$ cat src/rtl/strap_pkg.sv
package strap_pkg;
  localparam int CODE_W = 4;

  localparam logic [2:0] SEL_STATUS  = 3'd0;
  localparam logic [2:0] SEL_ENABLE  = 3'd1;
  localparam logic [2:0] SEL_PENDING = 3'd2;
  localparam logic [2:0] SEL_EPC     = 3'd3;
  localparam logic [2:0] SEL_CAUSE   = 3'd4;
  localparam logic [2:0] SEL_VECTOR  = 3'd5;

  localparam logic [CODE_W-1:0] CODE_SOFT = 4'd1;
  localparam logic [CODE_W-1:0] CODE_TIME = 4'd5;
  localparam logic [CODE_W-1:0] CODE_EXT  = 4'd9;

  typedef struct packed {
    logic              takeTrap;
    logic              takeRet;
    logic              isIrq;
    logic [CODE_W-1:0] code;
    logic              csrWrite;
  } strobe_t;
endpackage

$ cat src/rtl/strap_ctrl.sv
module strap_ctrl
  import strap_pkg::*;
(
  input  logic              clk,
  input  logic              rstN,
  input  logic [2:0]        irqLines,
  input  logic              excReq,
  input  logic [CODE_W-1:0] excCode,
  input  logic              retStrobe,
  input  logic              csrWe,
  input  logic              sieBit,
  input  logic [2:0]        ieBits,
  output strobe_t           strb
);
  logic [2:0] armed;
  logic       irqGo;

  assign armed = irqLines & ieBits;
  assign irqGo = sieBit && (armed != 3'b000);

  always_comb begin
    strb = '0;
    if (excReq) begin
      strb.takeTrap = 1'b1;
      strb.code     = excCode;
    end else if (irqGo) begin
      strb.takeTrap = 1'b1;
      strb.isIrq    = 1'b1;
      if (armed[2])      strb.code = CODE_EXT;
      else if (armed[0]) strb.code = CODE_SOFT;
      else               strb.code = CODE_TIME;
    end
    strb.takeRet  = retStrobe && !strb.takeTrap;
    strb.csrWrite = csrWe && !strb.takeTrap && !strb.takeRet;
  end

  // no interrupt trap while the global enable is off
  a_r2_gated_off: assert property (@(posedge clk) disable iff (!rstN)
    (!excReq && !sieBit) |-> !strb.takeTrap);
  // exceptions always enter, as non-interrupt
  a_r3_exc_first: assert property (@(posedge clk) disable iff (!rstN)
    excReq |-> (strb.takeTrap && !strb.isIrq));
  // an interrupt trap needs an armed line
  a_r4_armed_only: assert property (@(posedge clk) disable iff (!rstN)
    (strb.takeTrap && strb.isIrq) |-> ((irqLines & ieBits) != 3'b000));
endmodule

$ cat src/rtl/strap_dp.sv
module strap_dp
  import strap_pkg::*;
#(
  parameter int XLEN = 32,
  parameter logic [XLEN-1:0] RESET_VEC = '0
) (
  input  logic            clk,
  input  logic            rstN,
  input  strobe_t         strb,
  input  logic [2:0]      irqLines,
  input  logic [XLEN-1:0] curPc,
  input  logic            curMode,
  input  logic [2:0]      csrSel,
  input  logic [XLEN-1:0] csrWdata,
  output logic            sieBit,
  output logic [2:0]      ieBits,
  output logic [XLEN-1:0] csrRdata,
  output logic [XLEN-1:0] redirectPc,
  output logic            newMode
);
  localparam int PAD_W = XLEN - 1 - CODE_W;
  localparam int BIT_POS [3] = '{1, 5, 9};

  logic              sieQ, spieQ, sppQ;
  logic [2:0]        ieQ;
  logic [XLEN-1:0]   epcQ;
  logic              causeIrqQ;
  logic [CODE_W-1:0] causeCodeQ;
  logic [XLEN-3:0]   vecQ;
  logic [XLEN-1:0]   ieView, pendView, statusView;

  for (genvar i = 0; i < 3; i++) begin : g_map
    assign ieView[BIT_POS[i]]   = ieQ[i];
    assign pendView[BIT_POS[i]] = irqLines[i];
  end
  for (genvar b = 0; b < XLEN; b++) begin : g_pad
    if (b != 1 && b != 5 && b != 9) begin : g_zero
      assign ieView[b]   = 1'b0;
      assign pendView[b] = 1'b0;
    end
  end

  always_comb begin
    statusView    = '0;
    statusView[1] = sieQ;
    statusView[5] = spieQ;
    statusView[8] = sppQ;
  end

  always_ff @(posedge clk) begin
    if (!rstN) begin
      sieQ <= 1'b0; spieQ <= 1'b0; sppQ <= 1'b0;
      ieQ <= '0; epcQ <= '0;
      causeIrqQ <= 1'b0; causeCodeQ <= '0;
      vecQ <= RESET_VEC[XLEN-1:2];
    end else if (strb.takeTrap) begin
      epcQ       <= curPc;
      causeIrqQ  <= strb.isIrq;
      causeCodeQ <= strb.code;
      sppQ       <= curMode;
      spieQ      <= sieQ;
      sieQ       <= 1'b0;
    end else if (strb.takeRet) begin
      sieQ  <= spieQ;
      spieQ <= 1'b1;
      sppQ  <= 1'b0;
    end else if (strb.csrWrite) begin
      case (csrSel)
        SEL_STATUS: begin
          sieQ <= csrWdata[1]; spieQ <= csrWdata[5]; sppQ <= csrWdata[8];
        end
        SEL_ENABLE: ieQ <= {csrWdata[9], csrWdata[5], csrWdata[1]};
        SEL_EPC:    epcQ <= csrWdata;
        SEL_CAUSE: begin
          causeIrqQ  <= csrWdata[XLEN-1];
          causeCodeQ <= csrWdata[CODE_W-1:0];
        end
        SEL_VECTOR: vecQ <= csrWdata[XLEN-1:2];
        default: ;
      endcase
    end
  end

  always_comb begin
    case (csrSel)
      SEL_STATUS:  csrRdata = statusView;
      SEL_ENABLE:  csrRdata = ieView;
      SEL_PENDING: csrRdata = pendView;
      SEL_EPC:     csrRdata = epcQ;
      SEL_CAUSE:   csrRdata = {causeIrqQ, {PAD_W{1'b0}}, causeCodeQ};
      SEL_VECTOR:  csrRdata = {vecQ, 2'b00};
      default:     csrRdata = '0;
    endcase
  end

  assign redirectPc = strb.takeTrap ? {vecQ, 2'b00} : (strb.takeRet ? epcQ : '0);
  assign newMode    = strb.takeTrap ? 1'b1 : (strb.takeRet ? sppQ : curMode);
  assign sieBit     = sieQ;
  assign ieBits     = ieQ;

  // state captured on entry
  a_r6_capture: assert property (@(posedge clk) disable iff (!rstN)
    strb.takeTrap |=> (epcQ == $past(curPc)) && !sieQ &&
                      (sppQ == $past(curMode)) && (spieQ == $past(sieQ)));
  // status restored on return
  a_r7_restore: assert property (@(posedge clk) disable iff (!rstN)
    strb.takeRet |=> (sieQ == $past(spieQ)) && spieQ && !sppQ);
  // pending view ignores writes and tracks the lines
  a_r8_pending_live: assert property (@(posedge clk) disable iff (!rstN)
    (csrSel == SEL_PENDING) |-> (csrRdata[9] == irqLines[2]));
endmodule

$ cat src/rtl/trap_entry_unit.sv
module trap_entry_unit
  import strap_pkg::*;
#(
  parameter int XLEN = 32,
  parameter logic [XLEN-1:0] RESET_VEC = 32'h0000_0400
) (
  input  logic              clk,
  input  logic              rstN,
  input  logic [2:0]        irqLines,
  input  logic              excReq,
  input  logic [CODE_W-1:0] excCode,
  input  logic [XLEN-1:0]   curPc,
  input  logic              curMode,
  input  logic              retStrobe,
  input  logic              csrWe,
  input  logic [2:0]        csrSel,
  input  logic [XLEN-1:0]   csrWdata,
  output logic [XLEN-1:0]   csrRdata,
  output logic              redirectValid,
  output logic [XLEN-1:0]   redirectPc,
  output logic              newMode
);
  strobe_t    strb;
  logic       sieBit;
  logic [2:0] ieBits;

  strap_ctrl u_ctrl (
    .clk(clk), .rstN(rstN), .irqLines(irqLines), .excReq(excReq),
    .excCode(excCode), .retStrobe(retStrobe), .csrWe(csrWe),
    .sieBit(sieBit), .ieBits(ieBits), .strb(strb)
  );

  strap_dp #(.XLEN(XLEN), .RESET_VEC(RESET_VEC)) u_dp (
    .clk(clk), .rstN(rstN), .strb(strb), .irqLines(irqLines),
    .curPc(curPc), .curMode(curMode), .csrSel(csrSel), .csrWdata(csrWdata),
    .sieBit(sieBit), .ieBits(ieBits), .csrRdata(csrRdata),
    .redirectPc(redirectPc), .newMode(newMode)
  );

  assign redirectValid = strb.takeTrap | strb.takeRet;

  // a redirect always lands in supervisor mode or a return target
  a_r5_trap_mode: assert property (@(posedge clk) disable iff (!rstN)
    (redirectValid && !retStrobe) |-> newMode);
endmodule

$ cat config.mk
export PLATFORM = sky130hd
export DESIGN_NAME = trap_entry_unit
export DESIGN_NICKNAME = d
export VERILOG_FILES = /design/src/rtl/strap_pkg.sv /design/src/rtl/strap_ctrl.sv /design/src/rtl/strap_dp.sv /design/src/rtl/trap_entry_unit.sv
export SDC_FILE = /design/constraint.sdc
export NUM_CORES = 1
export LEC_CHECK = 0
export ABC_AREA = 1
export ABC_CLOCK_PERIOD_IN_PS = 2420
export BUFFER_PORTS_ARGS = -buffer_cell sky130_fd_sc_hd__buf_2
export CAP_MARGIN = 20
export CORE_ASPECT_RATIO = 0.9
export CORE_MARGIN = 10
export CORE_UTILIZATION = 43
export DETAILED_ROUTE_END_ITERATION = 10
export PLACE_DENSITY = 0.73
export SLEW_MARGIN = 5
export SYNTH_ARGS = -nofsm -noshare
export SYNTH_HDL_FRONTEND = slang
export SYNTH_HIERARCHICAL = 1
export SYNTH_SLANG_ARGS = --single-unit
$ cat constraint.sdc
create_clock -name clk -period 2.42 [get_ports clk]
set_input_delay 0.484 -clock clk [delete_from_list [all_inputs] [get_ports clk]]
set_output_delay 0.484 -clock clk [all_outputs]
set_load 0.05 [all_outputs]
==> results of run 1 <==
metal layers:
layer | wire, um | track usage (%) | vias up
li1 | - | - | 2390
met4 | 342 | 8.146 | 0
met5 | 0 | 0 | -
met1 | 5828 | 24.23 | 2219
met2 | 6935 | 32.32 | 219
met3 | 1373 | 4.523 | 28
cell type report:
| type | count | area [um2] | share of cell area [%] |
|---|---|---|---|
| multi-input combinational | 459 | 2146 | 40.76 |
| inverter | 87 | 326.6 | 6.202 |
| tap | 122 | 152.6 | 2.899 |
| sequential | 73 | 1461 | 27.76 |
| clock buffer | 10 | 127.6 | 2.424 |
| timing repair buffer | 161 | 935.9 | 17.78 |
| clock inverter | 6 | 115.1 | 2.186 |
sequential cells by signal, summed over array words and instances (netlist names):
name and count:
u_dp/vecQ 30, u_dp/sppQ 1, u_dp/ieBits 3, u_dp/sieBit 1
u_dp/spieQ 1, u_dp/epcQ 32, u_dp/causeIrqQ 1, u_dp/causeCodeQ 4
per-stage QoR:
| step | setup WS [ps] | instances | hold WS [ps] |
|---|---|---|---|
| after global placement | 131.8 | 902 | 464.4 |
| after global routing | -11.64 | 918 | 377.0 |
| after CTS | 15.63 | 918 | 365.7 |
| after detailed placement | 121.8 | 902 | 474.8 |
| after floorplan | -245.5 | 662 | 455.0 |
| final | 78.22 | 918 | 382.9 |
path summary, 6_finish.rpt:
| path | cells after the start | slack [ps] | from | end |
|---|---|---|---|---|
| worst min-delay path | 3 | 380 | csrWdata[26] | u_dp/vecQ[24]$_SDFFE_PN0P_ |
| worst max-delay path | 9 | 80 | u_dp/ieBits[0]$_SDFFE_PN0P_ | redirectPc[6] |
| worst min register to register | 2 | 490 | u_dp/epcQ[24]$_SDFFE_PN0P_ | u_dp/epcQ[24]$_SDFFE_PN0P_ |
| worst max register to register | 12 | 440 | u_dp/ieBits[2]$_SDFFE_PN0P_ | u_dp/vecQ[4]$_SDFFE_PN0P_ |
power groups by stage:
stage | combinational (mW) | sequential [mW] | clock (mW)
detailed placement | 0.484 | 1.30 | 0
finish | 0.498 | 1.27 | 1.16
CTS | 0.486 | 1.27 | 1.18
global route | 0.545 | 1.27 | 1.24
global placement | 0.479 | 1.29 | 0
floorplan | 0.315 | 1.29 | 0
tightest hold or removal path, delay by kind of cell:
kind	cells	cell delay, ps
buffers and inverters	1	90
AND/OR/NAND/NOR	2	120
kinds of logic after synthesis:
kind of cell | Yosys count | share of synthesized area, %
flops | 73 | 35.56
buf+inv | 130 | 13.09
simple gates | 318 | 31.90
compound gates | 141 | 19.45
layout by cell type (no fill, tap or decap), types with 4 or more instances in the layout:
cell	instances
buf_4	22
o22ai_2	4
nor2_1	85
inv_2	4
a21oi_1	36
inv_1	82
nand2_1	173
clkbuf_4	7
o22ai_1	51
dfxtp_1	73
o21ai_0	37
nand3_1	45
clkbuf_8	9
nand2_2	4
buf_2	127
==> impl_metrics.yaml, run 1 <==
floorplan:
  io_pins: 146
  rows: 33
  initial_utilization_pct: 44.64
  chipHeight_um: 112.8
  fp.dieArea_um2: 13870
  coreArea_um2: 9208
  die_x_um: 123.1
drt:
  num_vias: 4856
  drc: 0
  first_pass_iters: 5
  viasPerCell: 5.290
  finalWirelength_um: 14480
  drtAntennaViolNets: 0
  wire_per_inst_um: 15.77
  drt_iter0_drc: 366
finish:
  fill_cells: 923
  diodes: 0
  fin_nets: 871
  finalInstanceArea_um2: 5265
  drive_above_1_share_pct: 25.00
  area_growth_pct: 28.10
  final_util_pct: 57.18
placed_design:
  io_buffers: 145
  dpl_cell_area_um2: 4942
  dp_hpwl_um: 10190
  place_congestion: 0.8781
sta:
  max_freq_mhz: 427.0
  setup_viol: 0
  finClkSkew_ps: 4.690
  hold_viol: 0
  slew_headroom_pct: 49.06
  setup_tns_ps: 0
  drv_slew: 0
  worst_pin_slew_ps: 763.0
  post-route-period-util_pct: 96.77
  timing.final.crit_period_ps: 2342
  rsz0062_at_grt: "yes"
setup_path:
  crit_type: "flip-flop to output port"
  slowest_stage: "dfxtp_1"
  critical_path_buf_inv_count: 2
  cp-start-kind: "flip-flop"
  cp_top_family: "simple AND/OR/NAND/NOR gates"
  cp_cell_sequence: "nand2_1, nand3_2, nand2_2, nand2_4, nor2_2, nand2_2, buf_4, o22ai_1, buf_2"
  crit_required_ps: 1940
  crit_top_cell: "nand2_2"
  crit_fanout: 15
  worstPathArrival_ps: 1860
  endpoint_kind: "output port"
  max_stage_delay_ps: 330
power:
  clock_power_share_pct: 39.7
  power_mw: 2.925
  p_sw_mw: 0.8252
  swShare_pct: 28.22
  power_density_nw_per_um2: 555.5
  seqPwrFrac_pct: 43.3
  intPower_mw: 2.100
  combPwrFrac_pct: 17.0
  vdd_drop_max_mv: 0.3355
  leakagePower_nw: 2.585
logic_synthesis:
  synth_seq_area_share_pct: 35.56
  ys_top_cells_by_count: "nand2_1 (174), nor2_1 (85), inv_1 (83), dfxtp_1 (73), o22ai_1 (55)"
  synth-edff-count: 0
  syn_area_per_cell_um2: 6.209
  synthDistinctLibCells: 29
  ys_ff_latch: 73
  synth_nets: 742
  yosys_warnings: 6
  yosysTopAreaCell: "dfxtp_1"
  synth_area_leaders: "dfxtp_1 (36%), nand2_1 (16%), o22ai_1 (8.4%)"
  yosysMostFrequentCell: "nand2_1"
  asyncSetResetFlopFracSynth_pct: 0
  synth_top_area_share_pct: 35.56
  synth-main-ff-cell: "dfxtp_1"
  synth_area_um2: 4110
  synthCells: 662
global_routing:
  grt_pass1_vias: 4677
  grt-ovfl-total: 0
  antenna_found_initial: 0
  grt_use_total_pct: 19.69
  grt_pass1_wl_um: 22630
  grt_max_degree: 61
clock_network:
  cts_buffers: 9
  clockBufferDepth: 2
  root_buffer: "clkbuf_8"
  cts_hold_buf: 0
  cts_tree: "done"
  clock_sinks: 73
  htree_levels: 3
  clkTransAtPathRegs_ps: 80
  ctsResizeCount: 0
  clock_latency_ps: 340
  cts_setup_buffers: 0
outcome:
  status: "finished, final reports clean"
job:
  drv_cap: 0
hold_path:
  hold_path.class: "primary input to flip-flop"
No activity file was read; power rests on OpenSTA's default activity.
==> run 2, diff against run 1 <==
--- a/config.mk
+++ b/config.mk
@@ -13,7 +13,7 @@
 export CORE_MARGIN = 10
 export CORE_UTILIZATION = 43
 export DETAILED_ROUTE_END_ITERATION = 10
-export PLACE_DENSITY = 0.73
+export PLACE_DENSITY_LB_ADDON = 0.1
 export SLEW_MARGIN = 5
 export SYNTH_ARGS = -nofsm -noshare
 export SYNTH_HDL_FRONTEND = slang
==> run 2 against run 1 <==
Via count shrank 2.4%. Maximum frequency grew 1.3%. Cell count grew 0.33%. Global-route usage grew 0.50 points. Clock power shrank 24%. First-iteration DRC count shrank 14%. Flip-flop and latch count is the same. Setup slack gained 30 ps. Critical path depth is the same. Critical path type unchanged. Critical endpoint is now redirectPc[20]. Largest power group unchanged.
==> impl_metrics.yaml, run 2 (synthesized netlist as in run 1, its figures left out) <==
sta:
  worst_pin_slew_ps: 594.2
  hold_viol: 0
  drv_slew: 0
  max_freq_mhz: 432.7
  worst_slack_ps: 108.7
  timing.final.crit_period_ps: 2311
  finClkSkew_ps: 7.542
  post-route-period-util_pct: 95.51
  setup_tns_ps: 0
  holdWs_ps: 382.5
  setup_viol: 0
  slew_headroom_pct: 60.33
finish:
  regMostFlops: "u_dp/epcQ"
  final_util_pct: 56.56
  final_common_cell: "nand2_1"
  drive_above_1_share_pct: 25.53
  final_cell_mix: "nand2_1 (173), buf_2 (129), nor2_1 (85), inv_1 (82), dfxtp_1 (71)"
  finalInstanceArea_um2: 5207
  largestRegisters: "u_dp/epcQ (32), u_dp/vecQ (30), u_dp/causeCodeQ (4)"
  fin_nets: 874
  final_cells: 921
  diodes: 0
  largest_reg_flops: 32
  area_growth_pct: 26.70
floorplan:
  fp.dieArea_um2: 13870
  coreArea_um2: 9208
  chipHeight_um: 112.8
  die_x_um: 123.1
  io_pins: 146
  initial_utilization_pct: 44.64
  rows: 33
drt:
  drt_iter0_drc: 314
  drc: 0
  finalWirelength_um: 14570
  first_pass_iters: 5
  num_vias: 4738
  wire_per_inst_um: 15.82
  viasPerCell: 5.144
  drtAntennaViolNets: 0
placed_design:
  io_buffers: 145
  place_congestion: 0.8853
  dp_hpwl_um: 10400
  dp.cells: 905
  dpl_cell_area_um2: 4941
  dp_slack_ps: 77.09
global_routing:
  grt_util_met1_pct: 25.52
  grt_pass1_vias: 4769
  grt_pass1_wl_um: 23140
  grt_use_total_pct: 20.20
  grt_max_degree: 45
  grtUsageMet2_pct: 33.57
  antenna_found_initial: 0
  grt-ovfl-total: 0
  grt.busiest_layer: "met2"
  grt_util_met3_pct: 5.368
setup_path:
  endpoint_kind: "output port"
  crit_type: "flip-flop to output port"
  cp-start-kind: "flip-flop"
  crit_required_ps: 1940
  crit_fanout: 11
  reg2reg_depth: 12
  worstPathArrival_ps: 1830
clock_network:
  clock_latency_ps: 340
  clkTransAtPathRegs_ps: 80
  clock_sinks: 73
  htree_levels: 3
  root_buffer: "clkbuf_8"
  clockBufferDepth: 2
  cts_tree: "done"
  cts_buffers: 9
job:
  drv_cap: 0
power:
  power_density_nw_per_um2: 509.5
  power_mw: 2.653
  vdd_drop_max_mv: 0.2659
  leakagePower_nw: 2.569
hold_path:
  holdPathStages: 3
  hold_path.class: "primary input to flip-flop"
outcome:
  status: "finished, final reports clean"
[run 2: cell count changes in the layout (fill, tap and decap cells not counted), moves of 2 or more]
cell / previous run / this run
bufinv_16: 3 / 0
clkinv_2: 0 / 3
buf_12: 3 / 1
buf_2: 127 / 129
buf_6: 2 / 4
clkbuf_8: 9 / 11
dfxtp_1: 73 / 71
dfxtp_2: 0 / 2
[run 2: final timing paths]
path / startpoint / to / slack, ps
setup / recovery: u_dp/ieBits[0]$_SDFFE_PN0P_ / redirectPc[20] / 110
hold / removal: csrWdata[2] / u_dp/vecQ[0]$_SDFFE_PN0P_ / 380
setup reg to reg: u_dp/ieBits[1]$_SDFFE_PN0P_ / u_dp/vecQ[16]$_SDFFE_PN0P_ / 390
hold reg to reg: u_dp/epcQ[20]$_SDFFE_PN0P_ / u_dp/epcQ[20]$_SDFFE_PN0P_ / 480
[run 2: critical path, stage by stage, from the launching register on]
cell	delay [ps]
dfxtp_2	340
nand2_1	90
nand3_2	100
nand2_2	90
nand2_4	90
nor2_4	100
nand2_2	90
buf_4	180
o22ai_1	110
buf_2	290
[run 2: cell type report]
type,count,area [um2]
clock buffer,11,151.4
clock inverter,5,30.03
fill,958,4000
inverter,87,329.1
multi-input combinational,459,2145
sequential,73,1464
tap,122,152.6
timing repair buffer,164,935.9
[run 2: repair_timing]
action / 4_1_cts / 5_1_grt
setup endpoints to repair: 7 / 33
setup buffers: 0 / 0
resized for setup: 5 / 28
hold buffers: 0 / 0
[run 2: routing by layer]
| metal | part of all wire, % | wire length (um) | up-vias |
|---|---|---|---|
| met3 | 8.3 | 1205 | 19 |
| met5 | 0 | 0 | - |
| met1 | 43 | 6259 | 2159 |
| li1 | - | - | 2391 |
| met4 | 1.0 | 153 | 0 |
| met2 | 48 | 6954 | 169 |
[run 2: power by group]
part / total (mW) / switching (mW) / internal (mW)
clock network: 0.886 / 0.463 / 0.423
registers: 1.27 / 0.0241 / 1.24
logic: 0.499 / 0.333 / 0.166
total: 2.65 / 0.820 / 1.83
==> run 3, diff against run 2 <==
--- a/config.mk
+++ b/config.mk
@@ -11,7 +11,7 @@
 export CAP_MARGIN = 20
 export CORE_ASPECT_RATIO = 0.9
 export CORE_MARGIN = 10
-export CORE_UTILIZATION = 43
+export CORE_UTILIZATION = 50
 export DETAILED_ROUTE_END_ITERATION = 10
 export PLACE_DENSITY_LB_ADDON = 0.1
 export SLEW_MARGIN = 5
==> run 3 against run 2 <==
Utilization increased by 9.8 points. Flip-flop and latch count unchanged. Hold slack got worse by 8.3 ps. Die area decreased by 12%. Sequential share of layout area decreased by 0.59 points.
==> impl_metrics.yaml, run 3 (synthesized netlist as in run 1, its figures left out) <==
drt:
  wire_per_inst_um: 15.90
  viasPerCell: 5.388
  num_vias: 4855
  drtAntennaViolNets: 0
  first_pass_iters: 5
  drt_iter0_drc: 420
  drc: 0
  finalWirelength_um: 14320
finish:
  final_cell_mix: "nand2_1 (173), buf_2 (122), nor2_1 (85), inv_1 (82), dfxtp_1 (69)"
  largest_reg_flops: 32
  largestRegisters: "u_dp/epcQ (32), u_dp/vecQ (30), u_dp/causeCodeQ (4)"
  finalInstanceArea_um2: 5328
  diodes: 0
  fin_nets: 877
  multi_input_area_um2: 2163
  area_growth_pct: 29.62
  final_common_cell: "nand2_1"
  regMostFlops: "u_dp/epcQ"
  fill_cells: 739
  drive_above_1_share_pct: 26.31
  ff_latch_area_um2: 1466
power:
  power_mw: 2.844
  p_sw_mw: 0.8175
  clock_power_share_pct: 37.4
  vdd_drop_max_mv: 0.3080
  leakagePower_nw: 2.631
  swShare_pct: 28.75
  intPower_mw: 2.026
  combPwrFrac_pct: 18.0
  power_density_nw_per_um2: 533.8
  seqPwrFrac_pct: 44.6
setup_path:
  r2r_slack_ps: 390
  crit_fanout: 17
  cp-start-kind: "flip-flop"
  slowest_stage: "dfxtp_2"
  r2r-end: "u_dp/epcQ[21]$_SDFFE_PN0P_"
  reg2reg_depth: 12
  cp_cell_sequence: "nand2_1, nand3_2, nand2_2, nand2_4, nor2_4, nand2_2, buf_12, o22ai_1, clkbuf_4"
  reg2reg_from: "u_dp/ieBits[0]$_SDFFE_PN0P_"
  critical_path_buf_inv_count: 2
  max_stage_delay_ps: 340
  cp_top_family: "simple AND/OR/NAND/NOR gates"
  endpoint_kind: "output port"
  crit_required_ps: 1940
  worstPathArrival_ps: 1880
  path_depth: 9
  crit_type: "flip-flop to output port"
  crit_top_cell: "nand2_2"
global_routing:
  grt_use_total_pct: 21.81
  grt_pass1_vias: 4723
  antenna_found_initial: 0
  grt_max_degree: 38
  grt-ovfl-total: 0
  grt_pass1_wl_um: 22050
floorplan:
  chipHeight_um: 106.0
  rows: 31
  coreArea_um2: 8029
  fp.dieArea_um2: 12250
  initial_utilization_pct: 51.19
  io_pins: 146
  die_x_um: 115.6
sta:
  hold_viol: 0
  setup_viol: 0
  max_freq_mhz: 422.9
  drv_slew: 0
  rsz0062_at_grt: "yes"
  slew_headroom_pct: 52.52
  worst_pin_slew_ps: 711.2
  post-route-period-util_pct: 97.72
  timing.final.crit_period_ps: 2365
  finClkSkew_ps: 4.738
clock_network:
  clock_sinks: 73
  root_buffer: "clkbuf_8"
  cts_hold_buf: 0
  cts_tree: "done"
  clkTransAtPathRegs_ps: 80
  clock_latency_ps: 340
  clockBufferDepth: 2
  htree_levels: 3
  cts_buffers: 9
  cts_setup_buffers: 0
outcome:
  status: "finished, final reports clean"
placed_design:
  io_buffers: 145
  place_congestion: 0.8814
  dpl_cell_area_um2: 4966
  dp_hpwl_um: 10050
job:
  drv_cap: 0
hold_path:
  holdPathStages: 3
  hold_path.startpoint: "csrWdata[15]"
  whs_endpoint: "u_dp/vecQ[13]$_SDFFE_PN0P_"
  hold_path.class: "primary input to flip-flop"
[run 3: stage by stage]
step	std cells	hold slack [ps]	setup TNS, ps	utilization (%)	setup WS, ps
6_report	901	374.2	0	66.36	55.24
5_1_grt	901	377.4	-210.3	66.36	-30.30
4_1_cts	900	366.4	0	64.66	4.617
3_5_place_dp	884	475.6	0	61.85	132.0
3_3_place_gp	884	469.6	0	61.85	153.7
2_1_floorplan	662	455.0	-7236	-	-245.5
[run 3: power by group through the flow]
| stage | clock [mW] | sequential [mW] | combinational (mW) |
|---|---|---|---|
| after floorplan | 0 | 1.29 | 0.315 |
| after global placement | 0 | 1.29 | 0.480 |
| after detailed placement | 0 | 1.30 | 0.487 |
| after CTS | 1.08 | 1.27 | 0.490 |
| after global routing | 1.13 | 1.27 | 0.558 |
| final | 1.06 | 1.27 | 0.511 |
[run 3: layer usage]
layer	routed length [um]	GRT usage (%)	part of all wire (%)	vias to the layer above
li1	-	-	-	2410
met2	6738	35.57	47	239
met1	5867	26.97	41	2182
met5	0	0	0	-
met4	227	8.318	1.6	0
met3	1489	5.565	10	24
[run 3: worst max path at each step]
stage / from / end
after floorplan: irqLines[0] / redirectPc[10]
after global placement: irqLines[2] / redirectPc[10]
after detailed placement: irqLines[0] / redirectPc[10]
after CTS: u_dp/ieBits[2]$_SDFFE_PN0P_ / redirectPc[16]
after global routing: u_dp/ieBits[0]$_SDFFE_PN0P_ / newMode
final: u_dp/ieBits[0]$_SDFFE_PN0P_ / redirectPc[6]
[run 3: what timing repair did]
item                       4_1_cts  5_1_grt
pin swaps                        0        1
setup endpoints to repair        2       25
hold endpoints to repair         0        0
gates cloned                     0        1
gates resized for setup          2       52
[run 3: layout make-up]
| cell class | count | area share [%] |
|---|---|---|
| Clock buffer | 11 | 2.654 |
| Clock inverter | 5 | 1.480 |
| Sequential cell | 73 | 27.52 |
| Tap cell | 99 | 2.325 |
| Multi-Input combinational cell | 459 | 40.61 |
| Inverter | 87 | 6.130 |
| Timing Repair Buffer | 167 | 19.28 |
[run 3: worst min-delay path: stages]
cell	delay, ps
buf_2	90
nor2_1	40
nor2_1	80
